==> config.mk <==
export PLATFORM = sky130hd
export DESIGN_NAME = be_lsu_align
export DESIGN_NICKNAME = d
export VERILOG_FILES = /design/src/rtl/be_align_pkg.sv /design/src/rtl/be_align_check.sv /design/src/rtl/be_lane_steer.sv /design/src/rtl/be_load_extract.sv /design/src/rtl/be_exc_regs.sv /design/src/rtl/be_lsu_align.sv
export SDC_FILE = /design/constraint.sdc
export NUM_CORES = 1
export LEC_CHECK = 0
export BUFFER_PORTS_ARGS = -buffer_cell sky130_fd_sc_hd__buf_2
export CORE_ASPECT_RATIO = 1.4
export CORE_MARGIN = 2
export CORE_UTILIZATION = 35
export DETAILED_ROUTE_END_ITERATION = 7
export GPL_TIMING_DRIVEN = 0
export MAX_ROUTING_LAYER = met4
export PLACE_DENSITY = 0.59
export SYNTH_ARGS = -nofsm -noshare
export SYNTH_HDL_FRONTEND = slang
export SYNTH_SLANG_ARGS = --single-unit
==> constraint.sdc <==
create_clock -name clk -period 2.05 [get_ports clk]
set_clock_uncertainty 0.1 [all_clocks]
set_input_delay 0.41 -clock clk [delete_from_list [all_inputs] [get_ports clk]]
set_output_delay 0.41 -clock clk [all_outputs]
set_load 0.005 [all_outputs]
==> src/rtl/be_align_pkg.sv <==
package be_align_pkg;

    typedef enum logic [1:0] {
        SZ_BYTE = 2'b00,
        SZ_HALF = 2'b01,
        SZ_WORD = 2'b10,
        SZ_WALT = 2'b11
    } acc_size_e;

    typedef enum logic [1:0] {
        CAUSE_NONE      = 2'b00,
        CAUSE_LOAD_MIS  = 2'b01,
        CAUSE_STORE_MIS = 2'b10
    } exc_cause_e;

    typedef enum logic [1:0] {
        ST_IDLE,
        ST_BUS,
        ST_DONE,
        ST_TRAP
    } lsu_state_e;

endpackage

==> src/rtl/be_align_check.sv <==
// Alignment test and address rounding for a given access size.
module be_align_check #(
    parameter int ADDR_W = 32,
    parameter int NBYTES = 4,
    localparam int OFF_W = $clog2(NBYTES)
) (
    input  logic [ADDR_W-1:0] addr,
    input  logic [1:0]        size,
    output logic              misaligned,
    output logic [ADDR_W-1:0] aligned_addr,
    output logic [OFF_W-1:0]  off
);
    import be_align_pkg::*;

    logic [OFF_W-1:0] mask;

    always_comb begin
        unique case (size)
            SZ_BYTE: mask = '0;
            SZ_HALF: mask = OFF_W'(1);
            default: mask = '1;
        endcase
        misaligned   = |(addr[OFF_W-1:0] & mask);
        aligned_addr = {addr[ADDR_W-1:OFF_W], addr[OFF_W-1:0] & ~mask};
        off          = aligned_addr[OFF_W-1:0];
    end
endmodule

==> src/rtl/be_lane_steer.sv <==
// Byte-enable decode and store-lane replication, big-endian lanes.
module be_lane_steer #(
    parameter int NBYTES = 4,
    localparam int OFF_W  = $clog2(NBYTES),
    localparam int DATA_W = NBYTES * 8
) (
    input  logic [1:0]        size,
    input  logic [OFF_W-1:0]  off,
    input  logic [DATA_W-1:0] wdata,
    output logic [NBYTES-1:0] be,
    output logic [DATA_W-1:0] lanes
);
    import be_align_pkg::*;

    always_comb begin
        unique case (size)
            SZ_BYTE: be = NBYTES'(1) << (OFF_W'(NBYTES - 1) - off);
            SZ_HALF: be = NBYTES'(3) << (OFF_W'(NBYTES - 2) - off);
            default: be = '1;
        endcase
    end

    for (genvar i = 0; i < NBYTES; i++) begin : g_lane
        localparam int HLANE = i % 2;
        always_comb begin
            unique case (size)
                SZ_BYTE: lanes[8*i +: 8] = wdata[7:0];
                SZ_HALF: lanes[8*i +: 8] = wdata[8*HLANE +: 8];
                default: lanes[8*i +: 8] = wdata[8*i +: 8];
            endcase
        end
    end
endmodule

==> src/rtl/be_load_extract.sv <==
// Pick the addressed bytes from a bus word and widen them.
module be_load_extract #(
    parameter int NBYTES = 4,
    localparam int OFF_W  = $clog2(NBYTES),
    localparam int DATA_W = NBYTES * 8
) (
    input  logic [1:0]        size,
    input  logic [OFF_W-1:0]  off,
    input  logic              sext,
    input  logic [DATA_W-1:0] rdata,
    output logic [DATA_W-1:0] result
);
    import be_align_pkg::*;

    logic [OFF_W-1:0] lane_b;
    logic [OFF_W-1:0] lane_h;
    logic [7:0]       sel_b;
    logic [15:0]      sel_h;

    always_comb begin
        lane_b = OFF_W'(NBYTES - 1) - off;
        lane_h = OFF_W'(NBYTES - 2) - off;
        sel_b  = rdata[{lane_b, 3'b000} +: 8];
        sel_h  = rdata[{lane_h, 3'b000} +: 16];
        unique case (size)
            SZ_BYTE: result = {{(DATA_W-8){sext & sel_b[7]}}, sel_b};
            SZ_HALF: result = {{(DATA_W-16){sext & sel_h[15]}}, sel_h};
            default: result = rdata;
        endcase
    end
endmodule

==> src/rtl/be_exc_regs.sv <==
// Exception address and cause, written only on a trap.
module be_exc_regs #(
    parameter int ADDR_W = 32
) (
    input  logic              clk,
    input  logic              rst_n,
    input  logic              capture,
    input  logic [ADDR_W-1:0] fault_addr,
    input  logic [1:0]        fault_cause,
    output logic [ADDR_W-1:0] exc_addr,
    output logic [1:0]        exc_cause
);
    always_ff @(posedge clk) begin
        if (!rst_n) begin
            exc_addr  <= '0;
            exc_cause <= '0;
        end else if (capture) begin
            exc_addr  <= fault_addr;
            exc_cause <= fault_cause;
        end
    end
endmodule

==> src/rtl/be_lsu_align.sv <==
module be_lsu_align #(
    parameter int ADDR_W = 32,
    parameter int DATA_W = 32
) (
    input  logic                clk,
    input  logic                rst_n,
    input  logic                align_trap_en,
    input  logic                req_valid,
    output logic                req_ready,
    input  logic [ADDR_W-1:0]   req_addr,
    input  logic [1:0]          req_size,
    input  logic                req_store,
    input  logic                req_signed,
    input  logic [DATA_W-1:0]   req_wdata,
    output logic                bus_valid,
    output logic [ADDR_W-1:0]   bus_addr,
    output logic [DATA_W/8-1:0] bus_be,
    output logic                bus_we,
    output logic [DATA_W-1:0]   bus_wdata,
    input  logic [DATA_W-1:0]   bus_rdata,
    input  logic                bus_ack,
    output logic                resp_valid,
    output logic [DATA_W-1:0]   resp_rdata,
    output logic                exc_pulse,
    output logic [ADDR_W-1:0]   exc_addr,
    output logic [1:0]          exc_cause
);
    import be_align_pkg::*;

    localparam int NBYTES = DATA_W / 8;
    localparam int OFF_W  = $clog2(NBYTES);

    lsu_state_e state_q, state_d;

    logic              misaligned;
    logic [ADDR_W-1:0] eff_addr;
    logic [OFF_W-1:0]  eff_off;
    logic [NBYTES-1:0] be_c;
    logic [DATA_W-1:0] lanes_c;
    logic [DATA_W-1:0] load_c;

    logic [ADDR_W-1:0] addr_q;
    logic [NBYTES-1:0] be_q;
    logic              we_q;
    logic [DATA_W-1:0] wdata_q;
    logic [1:0]        size_q;
    logic [OFF_W-1:0]  off_q;
    logic              sext_q;
    logic [DATA_W-1:0] rdata_q;

    logic accept;
    logic trap;

    be_align_check #(.ADDR_W(ADDR_W), .NBYTES(NBYTES)) u_check (
        .addr         (req_addr),
        .size         (req_size),
        .misaligned   (misaligned),
        .aligned_addr (eff_addr),
        .off          (eff_off)
    );

    be_lane_steer #(.NBYTES(NBYTES)) u_steer (
        .size  (req_size),
        .off   (eff_off),
        .wdata (req_wdata),
        .be    (be_c),
        .lanes (lanes_c)
    );

    be_load_extract #(.NBYTES(NBYTES)) u_extract (
        .size   (size_q),
        .off    (off_q),
        .sext   (sext_q),
        .rdata  (bus_rdata),
        .result (load_c)
    );

    be_exc_regs #(.ADDR_W(ADDR_W)) u_exc (
        .clk         (clk),
        .rst_n       (rst_n),
        .capture     (trap),
        .fault_addr  (req_addr),
        .fault_cause (req_store ? CAUSE_STORE_MIS : CAUSE_LOAD_MIS),
        .exc_addr    (exc_addr),
        .exc_cause   (exc_cause)
    );

    assign accept = req_valid && (state_q == ST_IDLE);
    assign trap   = accept && misaligned && align_trap_en;

    // next-state logic
    always_comb begin
        state_d = state_q;
        unique case (state_q)
            ST_IDLE: if (trap) state_d = ST_TRAP;
                     else if (accept) state_d = ST_BUS;
            ST_BUS:  if (bus_ack) state_d = ST_DONE;
            ST_DONE: state_d = ST_IDLE;
            ST_TRAP: state_d = ST_IDLE;
        endcase
    end

    // state register
    always_ff @(posedge clk) begin
        if (!rst_n) state_q <= ST_IDLE;
        else        state_q <= state_d;
    end

    // state outputs
    always_comb begin
        req_ready  = 1'b0;
        bus_valid  = 1'b0;
        resp_valid = 1'b0;
        exc_pulse  = 1'b0;
        unique case (state_q)
            ST_IDLE: req_ready  = 1'b1;
            ST_BUS:  bus_valid  = 1'b1;
            ST_DONE: resp_valid = 1'b1;
            ST_TRAP: exc_pulse  = 1'b1;
        endcase
    end

    // request capture and load result
    always_ff @(posedge clk) begin
        if (!rst_n) begin
            addr_q  <= '0;
            be_q    <= '0;
            we_q    <= 1'b0;
            wdata_q <= '0;
            size_q  <= '0;
            off_q   <= '0;
            sext_q  <= 1'b0;
            rdata_q <= '0;
        end else begin
            if (accept && !trap) begin
                addr_q  <= eff_addr;
                be_q    <= be_c;
                we_q    <= req_store;
                wdata_q <= lanes_c;
                size_q  <= req_size;
                off_q   <= eff_off;
                sext_q  <= req_signed;
            end
            if (state_q == ST_BUS && bus_ack)
                rdata_q <= we_q ? '0 : load_c;
        end
    end

    assign bus_addr   = addr_q;
    assign bus_be     = be_q;
    assign bus_we     = we_q;
    assign bus_wdata  = wdata_q;
    assign resp_rdata = rdata_q;

endmodule

==> results of run 1 <==
[layout by cell type, fill, tap and decap left out, types with 3 or more instances in the layout]
cell type   synthesis  final
buf_2              21    262
nand2_1           167    167
dfxtp_1           140    140
o21ai_0            76     76
mux2i_1            57     57
nand3_1            50     50
a21oi_1            44     44
clkbuf_1           42     41
nand4_1            19     19
and3_1             18     18
clkbuf_16           0     17
a31oi_1            16     16
a211oi_1           15     15
o2bb2ai_1          14     14
nor2b_1            11     11
o32ai_1             9      9
a211oi_2            9      9
nor3_1              8      8
o22ai_1             8      8
nor2_1              8      7
buf_6               7      7
o211ai_1            7      7
a311oi_2            7      7
buf_4               6      6
inv_1               5      5
ha_1                4      4
nand2b_1            3      3
clkbuf_2            1      3
buf_1               3      3
clkinvlp_4          0      3
inv_6               0      3
[state kept, by name (all words and copies together), names as in the netlist]
register and cells:
bus_addr 32, resp_rdata 32, u_exc.exc_cause 2, state_q 2
bus_wdata 32, u_exc.exc_addr 32, sext_q 1, bus_be 4
size_q 2, bus_we 1
[repair_timing]
item	4_1_cts	5_1_grt
resized for setup	0	5
setup buffers	0	0
setup endpoints to repair	0	13
[kinds of logic after synthesis]
group	count (synthesis)	share of synthesized area (%)
AND/OR/NAND/NOR	294	20.21
AO/OA/AOI/OAI	221	22.00
flip-flops	140	42.04
buffers and inverters	87	6.438
multiplexers	57	8.559
adder cells (fa/ha/maj)	4	0.7508
[cell type report]
| cell class | count | area, sq um |
|---|---|---|
| tap | 244 | 305.3 |
| buffer | 80 | 405.4 |
| inverter | 7 | 26.28 |
| multi-input combinational | 576 | 3437 |
| clock inverter | 12 | 136.4 |
| clock buffer | 20 | 456.7 |
| fill | 1940 | 9824 |
| antenna | 1 | 2.502 |
| sequential | 140 | 2803 |
| timing repair buffer | 241 | 1206 |
[critical path: stages (launching register included)]
cell and delay [ns]:
dfxtp_1 0.32, buf_2 0.19, buf_2 0.25, clkbuf_1 0.50, o211ai_1 0.23, o2bb2ai_1 0.18
[through the flow]
step                instances  instance area [sq um]  setup slack, ns  power [W]  util (%)
floorplan                 803                   6666          0.07617   0.003618         -
global placement         1288                   8178          -0.3121   0.004128     43.96
detailed placement       1288                   8178          -0.2682   0.004135     43.96
CTS                      1320                   8771          0.03814   0.007276     47.15
global route             1321                   8778          0.03134   0.007491     47.19
finish                   1321                   8778           0.1349   0.007222     47.19
[Yosys cell counts, types with 14 or more instances]
cell type / count / area [sq um]
nand2_1: 167 / 626.9
dfxtp_1: 140 / 2803
o21ai_0: 76 / 380.4
mux2i_1: 57 / 570.6
nand3_1: 50 / 250.2
a21oi_1: 44 / 220.2
clkbuf_1: 42 / 157.7
buf_2: 21 / 105.1
nand4_1: 19 / 118.9
and3_1: 18 / 112.6
a31oi_1: 16 / 100.1
a211oi_1: 15 / 112.6
o2bb2ai_1: 14 / 122.6
[how the worst min path moves through the flow]
stage	from	end	slack (ns)
2_1_floorplan	bus_wdata[6]$_SDFFE_PN0P_	bus_wdata[6]$_SDFFE_PN0P_	0.34
3_3_place_gp	bus_wdata[6]$_SDFFE_PN0P_	bus_wdata[6]$_SDFFE_PN0P_	0.33
3_5_place_dp	bus_wdata[6]$_SDFFE_PN0P_	bus_wdata[6]$_SDFFE_PN0P_	0.34
4_1_cts	req_addr[30]	u_exc.exc_addr[30]$_SDFFE_PN0P_	0.1
5_1_grt	req_addr[22]	u_exc.exc_addr[22]$_SDFFE_PN0P_	0.12
6_report	req_addr[30]	u_exc.exc_addr[30]$_SDFFE_PN0P_	0.11
[layer usage]
layer	GRT usage (%)	wire (um)	part of all wire, %
met1	27.87	9859	40
met2	40.31	12140	50
met3	5.041	1481	6.1
met4	12.29	928	3.8
met5	-	0	0
[power groups by stage]
| stage | clock [W] | combinational [W] | sequential, W |
|---|---|---|---|
| 2_1_floorplan | 0 | 0.000598 | 0.00302 |
| 3_3_place_gp | 0 | 0.00111 | 0.00301 |
| 3_5_place_dp | 0 | 0.00112 | 0.00302 |
| 4_1_cts | 0.00319 | 0.00112 | 0.00296 |
| 5_1_grt | 0.00329 | 0.00123 | 0.00297 |
| 6_report | 0.00314 | 0.00112 | 0.00296 |
==> flow_summary.yaml, run 1 <==
outcome:
  status: "complete, no violations"
detailed_routing:
  drt-initial-drc-count: 405
  vias_per_cell: 5.276
  antenna_left: 0
  dr.pass1.iters: 5
  drt-total-wl_um: 24410
  dr_total_vias: 6970
  post-route-drc-count: 0
  wire_per_inst_um: 18.47
worst_setup_path:
  required_ns: 2.23
  path_class: "register to register"
  r2r_slack_ns: 0.13
  r2r-start: "bus_addr[0]$_SDFFE_PN0P_"
  startpoint_type: "register"
  critPathMaxFanout: 10
  cp.arrival_ns: 2.09
  reg2reg_to: "resp_rdata[9]$_SDFFE_PN0P_"
  crit_end: "resp_rdata[9]$_SDFFE_PN0P_"
  crit_path_end_kind: "register"
  ff2ff_path_depth: 5
  crit_start: "bus_addr[0]$_SDFFE_PN0P_"
timing:
  holdWs_ns: 0.1145
  slew-limit-headroom_pct: 46.38
  fin_crit_sh_pct: 93.42
  fmax_ghz: 0.5222
  finalSetupTns_ns: 0
  period_needed_ns: 1.915
  setup_viol: 0
  hold_viol: 0
  worst_slew_pin_slew_ns: 0.8043
  finalMaxSlewViolations: 0
  rsz0062_at_grt: "false"
clock_network:
  root_buffer: "clkbuf_16"
  h-tree-depth: 4
  clock_sinks: 140
  cts_tree: "yes"
  postCtsHoldBufs: 0
  cts_made_buffers: 17
  clk_latency_ns: 0.43
  cts_buffer_depth: 2
  path_clk_slew_ns: 0.06
power_and_ir_drop:
  p_sw_w: 0.002037
  switching_share_pct: 28.21
  p_int_w: 0.005185
  power_leakage_nw: 3.856
  power_frac_seq_pct: 41.0
  comb_power_share_pct: 15.5
  peakVddDrop_mv: 0.4975
  p_clk_share_pct: 43.5
  power_density_nw_per_um2: 822.7
floorplan:
  ioPinCount: 244
  rows: 59
  start_util_pct: 35.84
  coreArea_sq_um: 18600
  dieArea_sq_um: 20180
  chipHeight_um: 167.3
  die_w_um: 120.6
synthesis:
  yosysWarningCount: 0
  synthesis.nets: 912
  synth-main-ff-cell: "dfxtp_1"
  synth-edff-count: 0
  synthDistinctLibCells: 49
  syn_area_sq_um: 6666
  synth-seq-area-share_pct: 42.04
  syn_area_per_cell_sq_um: 8.302
  synth-seq-cells: 140
  syn-instance-count: 803
  async_flop_share_pct: 0
place:
  placement.io_buffers: 241
  hpwl_um: 18550
  place_congestion: 0.9768
flow_run:
  maxCapViolCount: 0
worst_hold_path:
  min_path_type: "input port to register"
  holdPathStages: 3
grt:
  overflow: 0
  grt_antenna_before_repair: 1
  grt.total_usage_pct: 24.43
  grt_max_degree: 17
  grt_first_pass_wirelength_um: 37320
  first_global_vias: 6852
cells_and_area:
  drive_gt1_share_pct: 30.86
  area_growth_pct: 31.68
  fin_nets: 1172
(Power assumes the default switching activity.)
==> run 2: changes to the inputs <==
CORE_ASPECT_RATIO = 0.9   (was 1.4)
==> flow_summary.yaml, run 2 (synthesis results as in run 1) <==
grt:
  grt_antenna_before_repair: 1
  first_global_vias: 6752
  grt.total_usage_pct: 24.16
  overflow: 0
  grt_max_degree: 17
  grt_first_pass_wirelength_um: 36720
floorplan:
  die_w_um: 149.5
  chipHeight_um: 134.9
  ioPinCount: 244
  start_util_pct: 35.99
  coreArea_sq_um: 18520
  dieArea_sq_um: 20170
  rows: 47
clock_network:
  h-tree-depth: 4
  cts_setup_buffers: 0
  path_clk_slew_ns: 0.07
  clk_latency_ns: 0.43
  cts_made_buffers: 17
  cts_tree: "yes"
  postCtsHoldBufs: 0
  root_buffer: "clkbuf_16"
  clock_sinks: 140
  cts_buffer_depth: 2
detailed_routing:
  post-route-drc-count: 0
  dr.pass1.iters: 5
  drt-total-wl_um: 24140
  antenna_left: 0
  drt-initial-drc-count: 523
  vias_per_cell: 5.317
  dr_total_vias: 7029
  wire_per_inst_um: 18.26
cells_and_area:
  area_growth_pct: 32.17
  layout_common_cells: "buf_2, nand2_1, dfxtp_1"
  final_area_sq_um: 8811
  fin_nets: 1172
  finalNonFillerCells: 1322
  final_common_cell: "buf_2"
  drive_gt1_share_pct: 30.86
timing:
  period_needed_ns: 1.859
  hold_viol: 0
  fin_crit_sh_pct: 90.66
  slew-limit-headroom_pct: 47.21
  holdWs_ns: 0.1123
  fin_ws_ns: 0.1915
  fmax_ghz: 0.5381
  finalMaxSlewViolations: 0
  setup_viol: 0
  rsz0062_at_grt: "false"
  worst_slew_pin_slew_ns: 0.7918
worst_setup_path:
  ff2ff_path_depth: 6
  crit_path_end_kind: "register"
  r2r-start: "bus_addr[1]$_SDFFE_PN0P_"
  critPathMaxFanout: 10
  reg2reg_to: "resp_rdata[6]$_SDFFE_PN0P_"
  required_ns: 2.30
  path_class: "register to register"
  r2r_slack_ns: 0.19
  startpoint_type: "register"
  cp.arrival_ns: 2.11
place:
  dp_cells: 1289
  pre_cts_ws_ns: -0.3412
  hpwl_um: 17860
  placed_cell_area_sq_um: 8179
  place_congestion: 0.8850
  placement.io_buffers: 241
power_and_ir_drop:
  power_leakage_nw: 3.873
  power_density_nw_per_um2: 835.1
  peakVddDrop_mv: 0.5390
worst_hold_path:
  holdPathStages: 3
  min_path_type: "input port to register"
  hp-start: "req_addr[28]"
  holdPathEnd: "u_exc.exc_addr[28]$_SDFFE_PN0P_"
outcome:
  status: "complete, no violations"
flow_run:
  maxCapViolCount: 0
run 2: cell count changes in the layout (fill, tap and decap cells not counted), sizes merged:
cell / change
clkinvlp: -2
inv: +6
buf: +1
clkinv: -1
clkbuf: -4
run 2: area by class of cell:
cell class,count,area (sq um)
diodes,1,2.502
fillers,1888,9713
repair buffers,241,1206
clock buffers,17,425.4
flip-flops and latches,140,2803
well taps,245,306.5
inverters,7,26.28
clock inverters,15,200.2
plain buffers,80,404.1
multi-input cells,576,3437
run 2: repair_timing:
action / 4_1_cts / 5_1_grt
hold endpoints to repair: 0 / 0
gates resized for setup: 0 / 4
setup endpoints to repair: 0 / 15
run 2: routing by layer:
metal  part of all wire (%)  wire length, um  up-vias  GRT usage (%)
li1                       -                -     3416              -
met1                     44            10660     3265          31.47
met2                     44            10710      317          35.70
met3                    9.8             2354       31          7.736
met4                    1.7              412        0          7.460
met5                      0                0        -              -
run 2: worst max path at each step:
stage,endpoint,startpoint,cells after the start
after floorplan,bus_be[3]$_SDFFE_PN0P_,req_size[0],8
after CTS,u_exc.exc_cause[0]$_SDFFE_PN0P_,state_q[1]$_SDFFE_PN0P_,4
after detailed placement,bus_be[3]$_SDFFE_PN0P_,req_size[0],8
after global routing,u_exc.exc_addr[21]$_SDFFE_PN0P_,state_q[1]$_SDFFE_PN0P_,4
final,resp_rdata[6]$_SDFFE_PN0P_,bus_addr[1]$_SDFFE_PN0P_,6
after global placement,bus_be[3]$_SDFFE_PN0P_,req_size[0],8
run 2: per-stage QoR:
| stage | util, % | power (W) | setup TNS (ns) |
|---|---|---|---|
| after floorplan | - | 0.003618 | 0 |
| after global placement | 44.15 | 0.004119 | -0.9600 |
| after detailed placement | 44.15 | 0.004124 | -0.9817 |
| after CTS | 47.53 | 0.007401 | 0 |
| after global routing | 47.57 | 0.007626 | 0 |
| final | 47.57 | 0.007358 | 0 |
run 2: critical path, cell delays in order (launching register included):
cell       delay, ns
dfxtp_1         0.32
buf_2           0.18
buf_2           0.25
buf_1           0.49
a211oi_1        0.15
o32ai_1         0.17
o2bb2ai_1       0.14
run 2: power by group:
group | switching, W | internal [W] | total (W)
Combinational | 0.000670 | 0.000444 | 0.00111
Clock | 0.00142 | 0.00187 | 0.00329
Sequential | 0.0000860 | 0.00287 | 0.00296
Total | 0.00217 | 0.00519 | 0.00736
==> run 3: changes to the inputs <==
GPL_TIMING_DRIVEN = 1   (was 0)
==> flow_summary.yaml, run 3 (synthesis results as in run 1) <==
detailed_routing:
  dr_total_vias: 6559
  wire_per_inst_um: 16.24
  antenna_left: 0
  dr.pass1.iters: 4
  drt-initial-drc-count: 440
  post-route-drc-count: 0
  vias_per_cell: 5.148
  drt-total-wl_um: 20690
floorplan:
  chipHeight_um: 134.9
  dieArea_sq_um: 20170
  start_util_pct: 35.99
  die_w_um: 149.5
  coreArea_sq_um: 18520
  ioPinCount: 244
  rows: 47
flow_run:
  maxCapViolCount: 0
cells_and_area:
  final_core_util_pct: 46.79
  layout_common_cells: "buf_2, nand2_1, dfxtp_1"
  ff_latch_area_sq_um: 2804
  area_growth_pct: 30.03
  drive_gt1_share_pct: 32.17
  multi_input_area_sq_um: 3451
  fin_nets: 1125
  fillers: 1886
  final_common_cell: "buf_2"
  diodes: 0
  finalNonFillerCells: 1274
timing:
  slew-limit-headroom_pct: 61.08
  finalMaxSlewViolations: 0
  setup_viol: 0
  finalSetupTns_ns: 0
  hold_viol: 0
  rsz0062_at_grt: "false"
  holdWs_ns: 0.1120
  fmax_ghz: 0.5305
  worst_slew_pin_slew_ns: 0.5829
  fin_crit_sh_pct: 91.95
  period_needed_ns: 1.885
place:
  dp_cells: 1242
  place_congestion: 0.9043
  hpwl_um: 14290
  placement.io_buffers: 243
clock_network:
  cts_setup_buffers: 0
  clk_latency_ns: 0.42
  cts_buffer_depth: 2
  clock_sinks: 140
  cts_tree: "yes"
  h-tree-depth: 4
  path_clk_slew_ns: 0.07
  postCtsHoldBufs: 0
  root_buffer: "clkbuf_16"
  cts_resized: 0
  cts_made_buffers: 17
worst_setup_path:
  startpoint_type: "register"
  r2r-start: "size_q[0]$_SDFFE_PN0P_"
  reg2reg_to: "resp_rdata[7]$_SDFFE_PN0P_"
  r2r_slack_ns: 0.29
  crit_end: "bus_addr[0]"
  critPathMaxFanout: 12
  crit_start: "bus_addr[0]$_SDFFE_PN0P_"
  cp.arrival_ns: 1.38
  required_ns: 1.54
  crit_path_end_kind: "output pin"
  ff2ff_path_depth: 4
  path_class: "register to output pin"
power_and_ir_drop:
  power.total_w: 0.006981
  peakVddDrop_mv: 0.5078
  power_leakage_nw: 3.785
  power_density_nw_per_um2: 805.4
grt:
  overflow: 0
  grt_max_degree: 70
  grt_first_pass_wirelength_um: 31960
  grt_antenna_before_repair: 0
  grt.total_usage_pct: 20.62
  first_global_vias: 5936
outcome:
  status: "complete, no violations"
worst_hold_path:
  min_path_type: "input port to register"
[run 3: through the flow]
stage / cell area, sq um / worst slack (ns)
after floorplan: 6666 / 0.07617
after global placement: 8114 / 0.2257
after detailed placement: 8114 / 0.1818
after CTS: 8668 / 0.1422
after global routing: 8668 / 0.08564
final: 8668 / 0.1650
[run 3: worst min-delay path by stage]
stage | startpoint | endpoint | slack [ns] | cells after the start
2_1_floorplan | bus_wdata[6]$_SDFFE_PN0P_ | bus_wdata[6]$_SDFFE_PN0P_ | 0.34 | 2
3_3_place_gp | bus_wdata[6]$_SDFFE_PN0P_ | bus_wdata[6]$_SDFFE_PN0P_ | 0.34 | 2
3_5_place_dp | bus_addr[25]$_SDFFE_PN0P_ | bus_addr[25]$_SDFFE_PN0P_ | 0.34 | 2
4_1_cts | req_addr[18] | u_exc.exc_addr[18]$_SDFFE_PN0P_ | 0.10 | 3
5_1_grt | req_addr[4] | u_exc.exc_addr[4]$_SDFFE_PN0P_ | 0.12 | 3
6_report | req_addr[22] | u_exc.exc_addr[22]$_SDFFE_PN0P_ | 0.11 | 3
[run 3: routing by layer]
layer	global-route usage, %	up-vias	part of all wire [%]
met3	6.520	18	7.8
met1	28.05	3024	47
met2	29.66	203	44
met5	-	-	0
li1	-	3314	-
met4	5.132	0	1.3
[run 3: worst max-delay path, stage by stage, from the launching register on]
cell	delay [ns]
dfxtp_1	0.57
buf_4	0.25
buf_2	0.13
[run 3: area by class of cell]
class	count	area share [%]
Clock buffer	17	4.908
Clock inverter	15	1.487
Inverter	7	0.3031
Multi-Input combinational cell	576	39.81
Sequential cell	140	32.35
Tap cell	245	3.536
Timing Repair Buffer	274	17.61
[run 3: power breakdown]
part           internal, W  switching (W)  total (W)  leakage, nW
registers          0.00287      0.0000911    0.00296         1.14
clock network      0.00160        0.00137    0.00296        0.272
logic             0.000448       0.000605    0.00105         2.37
total              0.00492        0.00206    0.00698         3.79
